--- src/rtl/mbist_pkg.sv ---
package mbist_pkg;

    typedef enum logic [1:0] {
        FL_IDLE = 2'd0,
        FL_BUSY = 2'd1,
        FL_FIN  = 2'd2,
        FL_ERR  = 2'd3
    } flag_e;

    typedef enum logic [1:0] {
        S_IDLE,
        S_LOAD,
        S_RUN,
        S_CHK
    } seq_st_e;

    localparam int MAX_OPS = 4;
    localparam int ELEM_W  = 3 + 2 * MAX_OPS;

    typedef struct packed {
        logic inv;
        logic wr;
    } op_t;

    typedef struct packed {
        op_t [MAX_OPS-1:0] ops;
        logic [1:0]        cnt_m1;
        logic              down;
    } elem_t;

    localparam logic [2:0] OFS_BG    = 3'd0;
    localparam logic [2:0] OFS_LO    = 3'd1;
    localparam logic [2:0] OFS_HI    = 3'd2;
    localparam logic [2:0] OFS_LAST  = 3'd3;
    localparam logic [2:0] OFS_CMD   = 3'd4;
    localparam logic [2:0] OFS_STAT  = 3'd5;
    localparam logic [2:0] OFS_EDATA = 3'd6;
    localparam logic [2:0] OFS_EADDR = 3'd7;

endpackage

--- src/rtl/mbist_addr_ctr.sv ---
module mbist_addr_ctr #(
    parameter int AW = 4
) (
    input  logic          clk,
    input  logic          rst_n,
    input  logic          load,
    input  logic          step,
    input  logic          down,
    input  logic [AW-1:0] lo,
    input  logic [AW-1:0] hi,
    output logic [AW-1:0] addr,
    output logic          at_end
);

    typedef struct packed {
        logic [AW-1:0] addr;
    } ctr_t;

    ctr_t ctr_d, ctr_q;

    always_comb begin
        ctr_d = ctr_q;
        if (load) begin
            ctr_d.addr = down ? hi : lo;
        end else if (step) begin
            ctr_d.addr = down ? AW'(ctr_q.addr - 1'b1) : AW'(ctr_q.addr + 1'b1);
        end
    end

    always_ff @(posedge clk or negedge rst_n) begin
        if (!rst_n) ctr_q <= '0;
        else        ctr_q <= ctr_d;
    end

    assign addr   = ctr_q.addr;
    assign at_end = down ? (ctr_q.addr == lo) : (ctr_q.addr == hi);

    // A step is never requested at the window edge
    assert_step_inside_R5: assert property (@(posedge clk) disable iff (!rst_n)
        step |-> !at_end);

endmodule

--- src/rtl/mbist_datapath.sv ---
module mbist_datapath #(
    parameter int DW = 8
) (
    input  logic [DW-1:0] bg,
    input  logic          wr_inv,
    input  logic          chk_inv,
    input  logic [DW-1:0] rdata,
    output logic [DW-1:0] wr_pat,
    output logic          mismatch
);

    logic [DW-1:0] exp_pat;

    always_comb begin
        wr_pat   = wr_inv  ? ~bg : bg;
        exp_pat  = chk_inv ? ~bg : bg;
        mismatch = (rdata != exp_pat);
    end

endmodule

--- src/rtl/mbist_seq.sv ---
module mbist_seq
    import mbist_pkg::*;
#(
    parameter int NELEM = 8,
    localparam int EPW  = (NELEM > 1) ? $clog2(NELEM) : 1
) (
    input  logic           clk,
    input  logic           rst_n,
    input  logic           start,
    input  logic [EPW-1:0] last,
    input  elem_t          elem,
    input  logic           at_end,
    input  logic           mismatch,
    output logic [EPW-1:0] ptr,
    output flag_e          flag,
    output logic           busy,
    output logic           ctr_load,
    output logic           ctr_step,
    output logic           ctr_down,
    output logic           ram_en,
    output logic           ram_we,
    output logic           wr_inv,
    output logic           chk_inv,
    output logic           log_err
);

    typedef struct packed {
        seq_st_e        st;
        logic [EPW-1:0] ptr;
        logic [1:0]     opi;
        flag_e          flag;
        logic           chk_inv;
    } seq_t;

    seq_t seq_d, seq_q;
    op_t  cur_op;
    logic adv;

    always_comb begin
        seq_d    = seq_q;
        ctr_load = 1'b0;
        ctr_step = 1'b0;
        ram_en   = 1'b0;
        ram_we   = 1'b0;
        wr_inv   = 1'b0;
        log_err  = 1'b0;
        adv      = 1'b0;
        cur_op   = elem.ops[seq_q.opi];

        case (seq_q.st)
            S_IDLE: begin
                if (start) begin
                    seq_d.st   = S_LOAD;
                    seq_d.ptr  = '0;
                    seq_d.opi  = '0;
                    seq_d.flag = FL_BUSY;
                end
            end
            S_LOAD: begin
                ctr_load = 1'b1;
                seq_d.st = S_RUN;
            end
            S_RUN: begin
                ram_en = 1'b1;
                ram_we = cur_op.wr;
                wr_inv = cur_op.inv;
                if (cur_op.wr) begin
                    adv = 1'b1;
                end else begin
                    seq_d.chk_inv = cur_op.inv;
                    seq_d.st      = S_CHK;
                end
            end
            default: begin
                if (mismatch) begin
                    log_err    = 1'b1;
                    seq_d.flag = FL_ERR;
                    seq_d.st   = S_IDLE;
                end else begin
                    adv = 1'b1;
                end
            end
        endcase

        if (adv) begin
            if (seq_q.opi != elem.cnt_m1) begin
                seq_d.opi = 2'(seq_q.opi + 1'b1);
                seq_d.st  = S_RUN;
            end else begin
                seq_d.opi = '0;
                if (at_end) begin
                    if (seq_q.ptr == last) begin
                        seq_d.flag = FL_FIN;
                        seq_d.st   = S_IDLE;
                    end else begin
                        seq_d.ptr = EPW'(seq_q.ptr + 1'b1);
                        seq_d.st  = S_LOAD;
                    end
                end else begin
                    ctr_step = 1'b1;
                    seq_d.st = S_RUN;
                end
            end
        end
    end

    always_ff @(posedge clk or negedge rst_n) begin
        if (!rst_n) begin
            seq_q <= '{st: S_IDLE, ptr: '0, opi: '0, flag: FL_IDLE, chk_inv: 1'b0};
        end else begin
            seq_q <= seq_d;
        end
    end

    assign ptr      = seq_q.ptr;
    assign flag     = seq_q.flag;
    assign busy     = (seq_q.st != S_IDLE);
    assign ctr_down = elem.down;
    assign chk_inv  = seq_q.chk_inv;

    // Leaving the busy state always ends in finish or error
    assert_exit_result_R7: assert property (@(posedge clk) disable iff (!rst_n)
        $fell(busy) |-> (flag == FL_FIN || flag == FL_ERR));

    // An error report is held until the next start
    assert_err_held_R6: assert property (@(posedge clk) disable iff (!rst_n)
        (flag == FL_ERR && !start) |=> flag == FL_ERR);

endmodule

--- src/rtl/mbist_core.sv ---
module mbist_core
    import mbist_pkg::*;
#(
    parameter int AW    = 4,
    parameter int DW    = 8,
    parameter int NELEM = 8,
    parameter int BW    = 16,
    localparam int EPW  = (NELEM > 1) ? $clog2(NELEM) : 1
) (
    input  logic          clk,
    input  logic          rst_n,
    input  logic          bus_wr,
    input  logic [3:0]    bus_addr,
    input  logic [BW-1:0] bus_wdata,
    output logic [BW-1:0] bus_rdata,
    output logic          ram_sel,
    output logic          ram_en,
    output logic          ram_we,
    output logic [AW-1:0] ram_addr,
    output logic [DW-1:0] ram_wdata,
    input  logic [DW-1:0] ram_rdata
);

    typedef struct packed {
        logic [DW-1:0]           bg;
        logic [AW-1:0]           lo;
        logic [AW-1:0]           hi;
        logic [EPW-1:0]          last;
        elem_t [NELEM-1:0]       slots;
        logic [DW-1:0]           edata;
        logic [AW-1:0]           eaddr;
    } cfg_t;

    cfg_t cfg_d, cfg_q;

    logic           busy, start, log_err;
    logic [EPW-1:0] ptr;
    flag_e          flag;
    logic           ctr_load, ctr_step, ctr_down, at_end;
    logic           wr_inv, chk_inv, mismatch;
    logic [AW-1:0]  cur_addr;
    logic [EPW-1:0] sidx;
    logic           sidx_ok;
    elem_t          cur_elem;

    assign sidx     = bus_addr[EPW-1:0];
    assign sidx_ok  = (int'(bus_addr[2:0]) < NELEM);
    assign start    = bus_wr && !busy && !bus_addr[3] && (bus_addr[2:0] == OFS_CMD) && bus_wdata[0];
    assign cur_elem = cfg_q.slots[ptr];

    always_comb begin
        cfg_d = cfg_q;
        if (bus_wr && !busy) begin
            if (bus_addr[3]) begin
                if (sidx_ok) cfg_d.slots[sidx] = elem_t'(bus_wdata[ELEM_W-1:0]);
            end else begin
                case (bus_addr[2:0])
                    OFS_BG:   cfg_d.bg   = bus_wdata[DW-1:0];
                    OFS_LO:   cfg_d.lo   = bus_wdata[AW-1:0];
                    OFS_HI:   cfg_d.hi   = bus_wdata[AW-1:0];
                    OFS_LAST: cfg_d.last = bus_wdata[EPW-1:0];
                    OFS_CMD: begin
                        if (bus_wdata[0]) begin
                            cfg_d.edata = '0;
                            cfg_d.eaddr = '0;
                        end
                    end
                    default: ;
                endcase
            end
        end
        if (log_err) begin
            cfg_d.edata = ram_rdata;
            cfg_d.eaddr = cur_addr;
        end
    end

    always_ff @(posedge clk or negedge rst_n) begin
        if (!rst_n) cfg_q <= '0;
        else        cfg_q <= cfg_d;
    end

    always_comb begin
        bus_rdata = '0;
        if (bus_addr[3]) begin
            if (sidx_ok) bus_rdata[ELEM_W-1:0] = cfg_q.slots[sidx];
        end else begin
            case (bus_addr[2:0])
                OFS_BG:    bus_rdata[DW-1:0]  = cfg_q.bg;
                OFS_LO:    bus_rdata[AW-1:0]  = cfg_q.lo;
                OFS_HI:    bus_rdata[AW-1:0]  = cfg_q.hi;
                OFS_LAST:  bus_rdata[EPW-1:0] = cfg_q.last;
                OFS_STAT: begin
                    bus_rdata[1:0]     = flag;
                    bus_rdata[4 +: EPW] = ptr;
                end
                OFS_EDATA: bus_rdata[DW-1:0]  = cfg_q.edata;
                OFS_EADDR: bus_rdata[AW-1:0]  = cfg_q.eaddr;
                default: ;
            endcase
        end
    end

    mbist_seq #(.NELEM(NELEM)) seq_i (
        .clk      (clk),
        .rst_n    (rst_n),
        .start    (start),
        .last     (cfg_q.last),
        .elem     (cur_elem),
        .at_end   (at_end),
        .mismatch (mismatch),
        .ptr      (ptr),
        .flag     (flag),
        .busy     (busy),
        .ctr_load (ctr_load),
        .ctr_step (ctr_step),
        .ctr_down (ctr_down),
        .ram_en   (ram_en),
        .ram_we   (ram_we),
        .wr_inv   (wr_inv),
        .chk_inv  (chk_inv),
        .log_err  (log_err)
    );

    mbist_addr_ctr #(.AW(AW)) ctr_i (
        .clk    (clk),
        .rst_n  (rst_n),
        .load   (ctr_load),
        .step   (ctr_step),
        .down   (ctr_down),
        .lo     (cfg_q.lo),
        .hi     (cfg_q.hi),
        .addr   (cur_addr),
        .at_end (at_end)
    );

    mbist_datapath #(.DW(DW)) dp_i (
        .bg       (cfg_q.bg),
        .wr_inv   (wr_inv),
        .chk_inv  (chk_inv),
        .rdata    (ram_rdata),
        .wr_pat   (ram_wdata),
        .mismatch (mismatch)
    );

    assign ram_sel  = busy;
    assign ram_addr = cur_addr;

    // RAM strobes only while the port is handed over
    assert_strobe_owned_R9: assert property (@(posedge clk) disable iff (!rst_n)
        ram_en |-> ram_sel);

    // Every access stays inside the programmed window
    assert_addr_window_R5: assert property (@(posedge clk) disable iff (!rst_n)
        ram_en |-> (ram_addr >= cfg_q.lo && ram_addr <= cfg_q.hi));

    // Configuration frozen while a test runs
    assert_cfg_frozen_R8: assert property (@(posedge clk) disable iff (!rst_n)
        (ram_sel && $past(ram_sel)) |-> ($stable(cfg_q.bg) && $stable(cfg_q.lo) &&
                                         $stable(cfg_q.hi) && $stable(cfg_q.slots)));

endmodule

--- config.mk ---
export PLATFORM = sky130hd
export DESIGN_NAME = mbist_core
export DESIGN_NICKNAME = d
export VERILOG_FILES = /design/src/rtl/mbist_pkg.sv /design/src/rtl/mbist_addr_ctr.sv /design/src/rtl/mbist_datapath.sv /design/src/rtl/mbist_seq.sv /design/src/rtl/mbist_core.sv
export SDC_FILE = /design/constraint.sdc
export NUM_CORES = 1
export LEC_CHECK = 0
export ABC_AREA = 1
export ABC_CLOCK_PERIOD_IN_PS = 2250
export BUFFER_PORTS_ARGS = -buffer_cell sky130_fd_sc_hd__buf_2
export CORE_ASPECT_RATIO = 1.2
export CORE_MARGIN = 5
export CORE_UTILIZATION = 45
export DETAILED_ROUTE_END_ITERATION = 16
export PLACE_DENSITY_LB_ADDON = 0.15
export SKIP_CTS_REPAIR_TIMING = 1
export SYNTH_ARGS = -nofsm -noshare
export SYNTH_HDL_FRONTEND = slang
export SYNTH_SLANG_ARGS = --single-unit
--- constraint.sdc ---
create_clock -name clk -period 2.25 [get_ports clk]
set_input_delay 0.225 -clock clk [delete_from_list [all_inputs] [get_ports clk]]
set_output_delay 0.225 -clock clk [all_outputs]
set_load 0.01 [all_outputs]
After elaboration in Yosys (flattened, before gate mapping). Cells that the tools add are included.

Register bits: 133.

Reduce and logical (&&, ||, !) cells: 29. $lt $le $gt $ge: 4. Bitwise operators: 3. Equality and inequality tests: 17. Muxes and demuxes: 58. $add $sub $neg: 4.

Operators by type and width (number): 88-bit bitwise mux (1); 11-bit binary-select mux with 3-bit select (2); 12-bit two-way mux (5); 11-bit demux with 3-bit select (1); 11-bit two-way mux (3); 8-bit two-way mux (3); 2-bit two-way mux (10); 9-bit two-way mux (2); 4-bit two-way mux (4); 3-bit AND reduction (5); 2-bit case mux with 7 select lines (1); 2-bit nonzero test (7); 1-bit two-way mux (13); 3-bit == test, second input constant (4); 3-bit two-way mux (4); 3-bit case mux with 3 select lines (1); 4-bit == test (2); 3-bit by 4-bit less-than comparator with 1-bit output, second input constant (2); 8-bit != test (1); 8-bit NOT (1); 3-bit by 2-bit == test with 1-bit output, second input constant (2); 1-bit case mux with 6 select lines (1); 2-bit case mux with 3 select lines (1); 2-bit AND reduction (3); 28 further kinds (36).

Depth between registers and ports, before layout. Gate-level depths: netlist of the first run.

Depth in word-level cells: 12. Gate-level depth with buffers: 16.

Cells and area by module. A second synthesis of the first run with hierarchy kept.

Cells, all modules: 1161. Area, all modules: 8105.3 um^2.

By module, submodules not included: mbist_core (times used 1, cells each 900, area an instance 6411.1 um^2); mbist_seq (times used 1, cells each 118, area an instance 872.1 um^2); mbist_addr_ctr (times used 1, cells each 72, area an instance 489.2 um^2); mbist_datapath (times used 1, cells each 71, area an instance 332.8 um^2).

Worst setup path before layout of the first run. Ideal clock, no wire load.

Path type: register to output. Start: register seq_i.seq_q, in the netlist seq_i.ptr[1]. End: output port ram_wdata[4]. Path slack: 0.193 ns. Data arrival time: 1.832 ns. Stages on the path, launching flop included: 13. Path through: dfrtp_1 -> buf_4 -> inv_1 -> buf_4 -> buf_2 -> o21ai_0 -> o221ai_1 -> nand3_1 -> nand2_1 -> nand2_1 -> nand3_1 -> nand2_2 -> xnor2_1.

Cells in the longest elaborated chain, start to end: 6.

RTL lines: from (decl) (line mbist_seq.sv:35) `seq_t seq_d, seq_q;`; from (signal assigned) (line mbist_seq.sv:109) `seq_q <= '{st: S_IDLE, ptr: '0, opi: '0, flag: FL_IDLE, chk_inv: 1'b0};`; from (signal assigned) (line mbist_seq.sv:111) `seq_q <= seq_d;`; 11-bit binary-select mux with 3-bit select (line mbist_core.sv:49) `assign cur_elem = cfg_q.slots[ptr];`; 11-bit two-way mux (implied by the code) (line mbist_core.sv:49); 2-bit binary-select mux with 2-bit select (line mbist_seq.sv:48) `cur_op = elem.ops[seq_q.opi];`; 2-bit two-way mux (implied by the code) (line mbist_seq.sv:48); 1-bit two-way mux (line mbist_seq.sv:50) `case (seq_q.st)`; 8-bit two-way mux (line mbist_datapath.sv:15) `wr_pat = wr_inv ? ~bg : bg;`; to (decl) (line mbist_core.sv:20) `output logic [DW-1:0] ram_wdata,`.

No other way between the ends. The select of a mux whose other input is x is not followed.

Final worst setup path of the first run.
Start: register seq_i.seq_q, in the netlist seq_i.ptr[1]. End: output port ram_wdata[0].

Same word-level chain as after synthesis.

==> impl_metrics.ini, run 1 <==
[layout]
multi_input_area_um2 = 3700
area_delta_synth_final_pct = 23.2
nets = 1129
drive_gt1_share_pct = 18.9
diodes = 0
nFillCells = 1571
seq_area_um2 = 3330
fin_area_um2 = 9250

[grt]
grt.total_usage_pct = 26.4
grt_max_degree = 47
antenna_found_initial = 0
grt_pass1_vias = 7132
grt_first_pass_wirelength_mm = 39.3
overflow = 0

[yosys]
ys_types = 46
ys_seq_area_share_pct = 44.3
synthTopCellsByArea = dfrtp_1 44%, o21ai_0 12%, nand2_1 12%
synth_edf_count = 0
synth.avg_cell_area_um2 = 7.63
yosys_warnings = 0
yosysTopAreaCell = dfrtp_1
synth-async-reset-ratio_pct = 100
syn_inst = 985
syn_area_um2 = 7510
synthDominantCellAreaShare_pct = 44.3
ys_ff_latch = 133
synthFlopType = dfrtp_1

[place]
hpwl_mm = 17.7
io_buffers = 51
placed_area_um2 = 8400
globalplace.congestion = 0.890

[cts]
cts_inserted_buffers = 17
clk_pin_slew_ns = 0.06
clk_latency_ns = 0.42
htree_levels = 4
cts.sinks = 133
max-clock-path-buffers = 2
cts_root_buf = clkbuf_16
cts_tree = built

[floorplanning]
rows = 51
fp.dieH_um = 152
initial_utilization_pct = 46.0
dieArea_um2 = 19400
io-pin-count = 62
die_width_um = 128
core_area_um2 = 16300

[worst_setup_path]
worstPathRequired_ns = 2.03
endpoint_kind = primary output
crit_chain = buf_4 -> buf_4 -> a21oi_1 -> o21ai_0 -> nand3_1 -> o211ai_1 -> nand3_4 -> nand2_8 -> xor2_1 -> buf_2
worstPathArrival_ns = 2.35
crit_slowest_cell = dfrtp_1
path_class = reg -> out
cp_common_cell = buf_4
worstPathMaxFanout = 9
startpoint_type = flip-flop
cpPeakStageDelay_ns = 0.41

[pwr]
ir_drop_uv = 621
p_leak_nw = 4.39
p_per_area_nw_per_um2 = 1500

[timing]
fin_ws_ns = -0.322
max_freq_mhz = 389
fin_tns_setup_ns = -3.06
hold_viol_final = 0
fin_crit_ns = 2.57
fin_crit_sh_pct = 114
finalSetupViolCount = 17
fin_skew_ns = 0.00487
drv_slew = 0
rsz0062_at_grt = true
hold_slack_ns = 0.0388
worstMarginPinSlew_ns = 0.515
relSlewSlack_pct = 65.5

[routing]
dr_total_vias = 7328
wl_mm = 25.0
drc = 0
wl_per_cell_um = 19.1
via_per_inst = 5.59
dr.pass1.iters = 5
ant_nets = 0
first_iter_violations = 644

[worst_hold_path]
hold_path.class = in -> reg

[status]
status = complete, but fails checks
violations = setup timing

[job]
drv_cap = 0
[worst max-delay path, delay by kind of cell, from the launching register on]
| kind | cells | cell delay [ns] |
|---|---|---|
| simple gates | 3 | 0.43 |
| buf+inv | 3 | 0.52 |
| xor+xnor | 1 | 0.18 |
| flops | 1 | 0.41 |
| compound gates | 3 | 0.37 |
[layer usage]
layer  GRT usage (%)  wire length, um  up-vias
li1                -                -     3500
met1            33.4            10600     3493
met2            44.7            12200      279
met3            4.84             1460       56
met4            10.6              738        0
met5               0                0        -
[final timing paths]
kind	from	endpoint	slack, ns	depth (start not counted)
max	seq_i.ptr[1]	ram_wdata[0]	-0.32	10
min	bus_wdata[3]	cfg_q[81]	0.04	3
max reg2reg	seq_i.ptr[0]	ctr_i.addr[3]	-0.11	18
min reg2reg	cfg_q[34]	cfg_q[34]	0.48	2
max in group asynchronous	rst_n	cfg_q[88]	1.30	3
min in group asynchronous	rst_n	ctr_i.addr[2]	0.30	2
[logic make-up after synthesis]
logic type      after synthesis  share of synthesized area, %
flops                       133                          44.3
fa+ha+maj                     9                          1.60
buf+inv                     160                          8.91
compound gates              281                          21.0
xor+xnor                     25                          2.91
mux                           1                         0.150
simple gates                375                          21.1
other cells                   1                        0.0499
[Yosys cell counts (all sizes together) (7+ instances only)]
master  number
a21oi       30
a22oi       12
buf         22
clkbuf      32
dfrtp      133
ha           8
inv        104
nand2      238
nand3       76
nor2        49
o211ai      11
o21ai      178
o22ai       25
xnor2        7
xor2        18
[cell usage in the layout (no fill, tap or decap), drive strengths merged, types with 2 or more instances in the layout]
cell type  Yosys  layout
nand3         76      76
a21oi         30      30
a31oi          3       3
xor2          18      18
o22ai         25      25
clkinv         2       5
inv          104     104
nand2        238     238
nand4          5       5
o311ai         4       4
o211ai        11      11
buf           22     132
o21ai        178     178
o221ai         2       2
o2111ai        3       3
a221oi         4       4
ha             8       8
nor2          49      49
xnor2          7       7
clkbuf        32      27
conb           1       5
a2111oi        2       2
nor3           5       5
dfrtp        133     133
o2bb2ai        2       2
a22oi         12      12
[registers in the layout, summed over array words and instances (netlist names)]
name,count
cfg_q,119
seq_i.flag,2
seq_i.ptr,3
ctr_i.addr,4
seq_i.seq_q,4
seq_i.chk_inv,1
[report_power, final]
part / internal (mW) / switching (mW) / leakage (nW) / total (mW)
combinational: 2.83 / 4.03 / 2.43 / 6.87
clock: 1.67 / 1.00 / 0.281 / 2.67
sequential: 3.48 / 0.840 / 1.68 / 4.32
total: 7.99 / 5.88 / 4.39 / 13.9
[metrics by stage]
stage          instances  power [mW]  worst slack, ns  utilization, %
2_1_floorplan        989        8.20            0.193               -
3_3_place_gp        1271        10.3           0.0108            51.4
3_5_place_dp        1271        10.4          -0.0562            51.4
4_1_cts             1300        13.1           -0.449            54.8
5_1_grt             1311        14.9           -0.447            56.6
6_report            1311        13.9           -0.322            56.6
[layout make-up]
class                   count  share of cell area, %
flip-flops and latches    133                   36.0
repair buffers            135                   10.8
clock buffers              25                   5.57
clock inverters             4                  0.487
multi-input cells         696                   40.0
well taps                 212                   2.87
inverters                 106                   4.30
(Power assumes the default switching activity.)
==> run 2: changes to the inputs <==
Settings changed: GPL_TIMING_DRIVEN set to 0.
==> run 2 against run 1 <==
Against the previous run: the flow still finishes with violations (setup timing); via count up 1.9%; global-route usage increased by 1.4 points; worst hold slack got worse by 0.015 ns; non-clock buffer count is 9 lower; worst setup slack worse by 0.19 ns; count of clock-buffer cells in the layout decreased by 5; flip-flop and latch count is the same; critical path type unchanged; critical endpoint is now ram_wdata[3]; largest cell class unchanged; largest power group unchanged.
==> impl_metrics.ini, run 2 (synthesis results as in run 1) <==
[status]
status = complete, but fails checks
violations = setup timing

[layout]
nets = 1120
drive_gt1_share_pct = 18.8
nFillCells = 1611
regMostFlops = cfg_q
area_delta_synth_final_pct = 23.2
layout_common_cells = 219 x nand2_1, 159 x o21ai_0, 131 x dfrtp_1
diodes = 0
final_common_cell = nand2_1
largest_reg_flops = 119

[timing]
fin_tns_setup_ns = -6.29
max_freq_mhz = 362
hold_viol_final = 0
fin_skew_ns = 0.00735
drv_slew = 0
relSlewSlack_pct = 54.2
fin_crit_ns = 2.77
worstMarginPinSlew_ns = 0.687
fin_crit_sh_pct = 123
fin_ws_ns = -0.515
finalSetupViolCount = 22
rsz0062_at_grt = true

[grt]
grt_first_pass_wirelength_mm = 40.3
grt.total_usage_pct = 27.8
overflow = 0
antenna_found_initial = 1
grt_max_degree = 76
grt_pass1_vias = 6971

[floorplanning]
die_width_um = 128
io-pin-count = 62
rows = 51
initial_utilization_pct = 46.0
core_area_um2 = 16300
fp.dieH_um = 152
dieArea_um2 = 19400

[cts]
cts_inserted_buffers = 17
cts_root_buf = clkbuf_16
max-clock-path-buffers = 2
clk_pin_slew_ns = 0.06
cts.sinks = 133
cts_tree = built
htree_levels = 4
clk_latency_ns = 0.44

[worst_setup_path]
worstPathMaxFanout = 8
worstPathArrival_ns = 2.54
startpoint_type = flip-flop
path_class = reg -> out
worstPathRequired_ns = 2.03
endpoint_kind = primary output

[routing]
drc = 0
dr_total_vias = 7470
wl_per_cell_um = 20.6
dr.pass1.iters = 6
ant_nets = 0
wl_mm = 26.9
via_per_inst = 5.72
first_iter_violations = 719

[pwr]
p_comb_share_pct = 48.8
p_per_area_nw_per_um2 = 1520
p_int_mw = 7.87
sw_frac_of_total_pct = 44.0
clockPowerShare_pct = 19.9
ir_drop_uv = 654
p_leak_nw = 4.31
sequentialPowerShare_pct = 31.3
power_switching_mw = 6.17

[job]
drv_cap = 0

[place]
pre_cts_slack_ns = -0.538
globalplace.congestion = 0.977
hpwl_mm = 18.8
io_buffers = 50

[worst_hold_path]
hold_path.class = in -> reg
[run 2: cell count changes in the layout (fill, tap and decap cells not counted), sizes merged]
cell | before | now
clkinvlp | 0 | 6
buf | 132 | 94
clkinv | 5 | 6
clkbuf | 27 | 51
bufinv | 1 | 2
[run 2: through the flow]
stage / power, mW / hold slack, ns / util, % / instances / cell area, um^2
floorplan: 8.20 / -0.0706 / - / 989 / 7530
global placement: 10.0 / 0.461 / 49.2 / 1251 / 8040
detailed placement: 10.1 / 0.228 / 49.4 / 1252 / 8080
CTS: 12.9 / -0.227 / 53.0 / 1284 / 8660
global route: 15.0 / 0.0324 / 56.6 / 1305 / 9250
finish: 14.0 / 0.0237 / 56.6 / 1305 / 9250
[run 2: power groups by stage]
stage | Clock [mW] | Combinational, mW | Sequential, mW
after CTS | 2.82 | 5.82 | 4.30
after global placement | 0 | 5.71 | 4.30
after detailed placement | 0 | 5.80 | 4.33
after global routing | 2.94 | 7.55 | 4.51
after floorplan | 0 | 4.13 | 4.07
final | 2.79 | 6.85 | 4.39
[run 2: worst paths after layout]
kind	from	endpoint	slack, ns	depth (start not counted)
worst max-delay path	seq_i.ptr[0]	ram_wdata[3]	-0.52	10
worst min-delay path	bus_wdata[8]	cfg_q[86]	0.02	3
worst max register to register	seq_i.ptr[0]	seq_i.seq_q[3]	-0.18	14
worst min register to register	cfg_q[45]	cfg_q[45]	0.48	2
max in group asynchronous	rst_n	cfg_q[42]	1.13	3
min in group asynchronous	rst_n	ctr_i.addr[2]	0.33	2
[run 2: layout make-up]
class                      count  area (um^2)  area share [%]
multi-input combinational    696         3800            41.0
sequential                   133         3330            36.0
timing repair buffer          73          467            5.04
clock buffer                  20          457            4.94
inverter                     106          409            4.42
buffer                        53          397            4.29
tap                          212          265            2.87
clock inverter                12          130            1.41
[run 2: per-layer routing]
layer	vias to the layer above	track usage, %	wire (um)
li1	3490	-	-
met1	3538	34.0	10800
met2	355	45.0	12800
met3	85	6.80	2040
met4	2	15.8	1240
met5	-	0	7
[run 2: worst max-delay path: stages, from the launching register on]
cell and delay [ns]:
dfrtp_2 0.53, buf_8 0.19, buf_12 0.13, buf_8 0.13, o21ai_2 0.12, o22ai_2 0.11
o211ai_1 0.28, nand3_4 0.17, nand2_8 0.14, xor2_1 0.15, buf_2 0.15
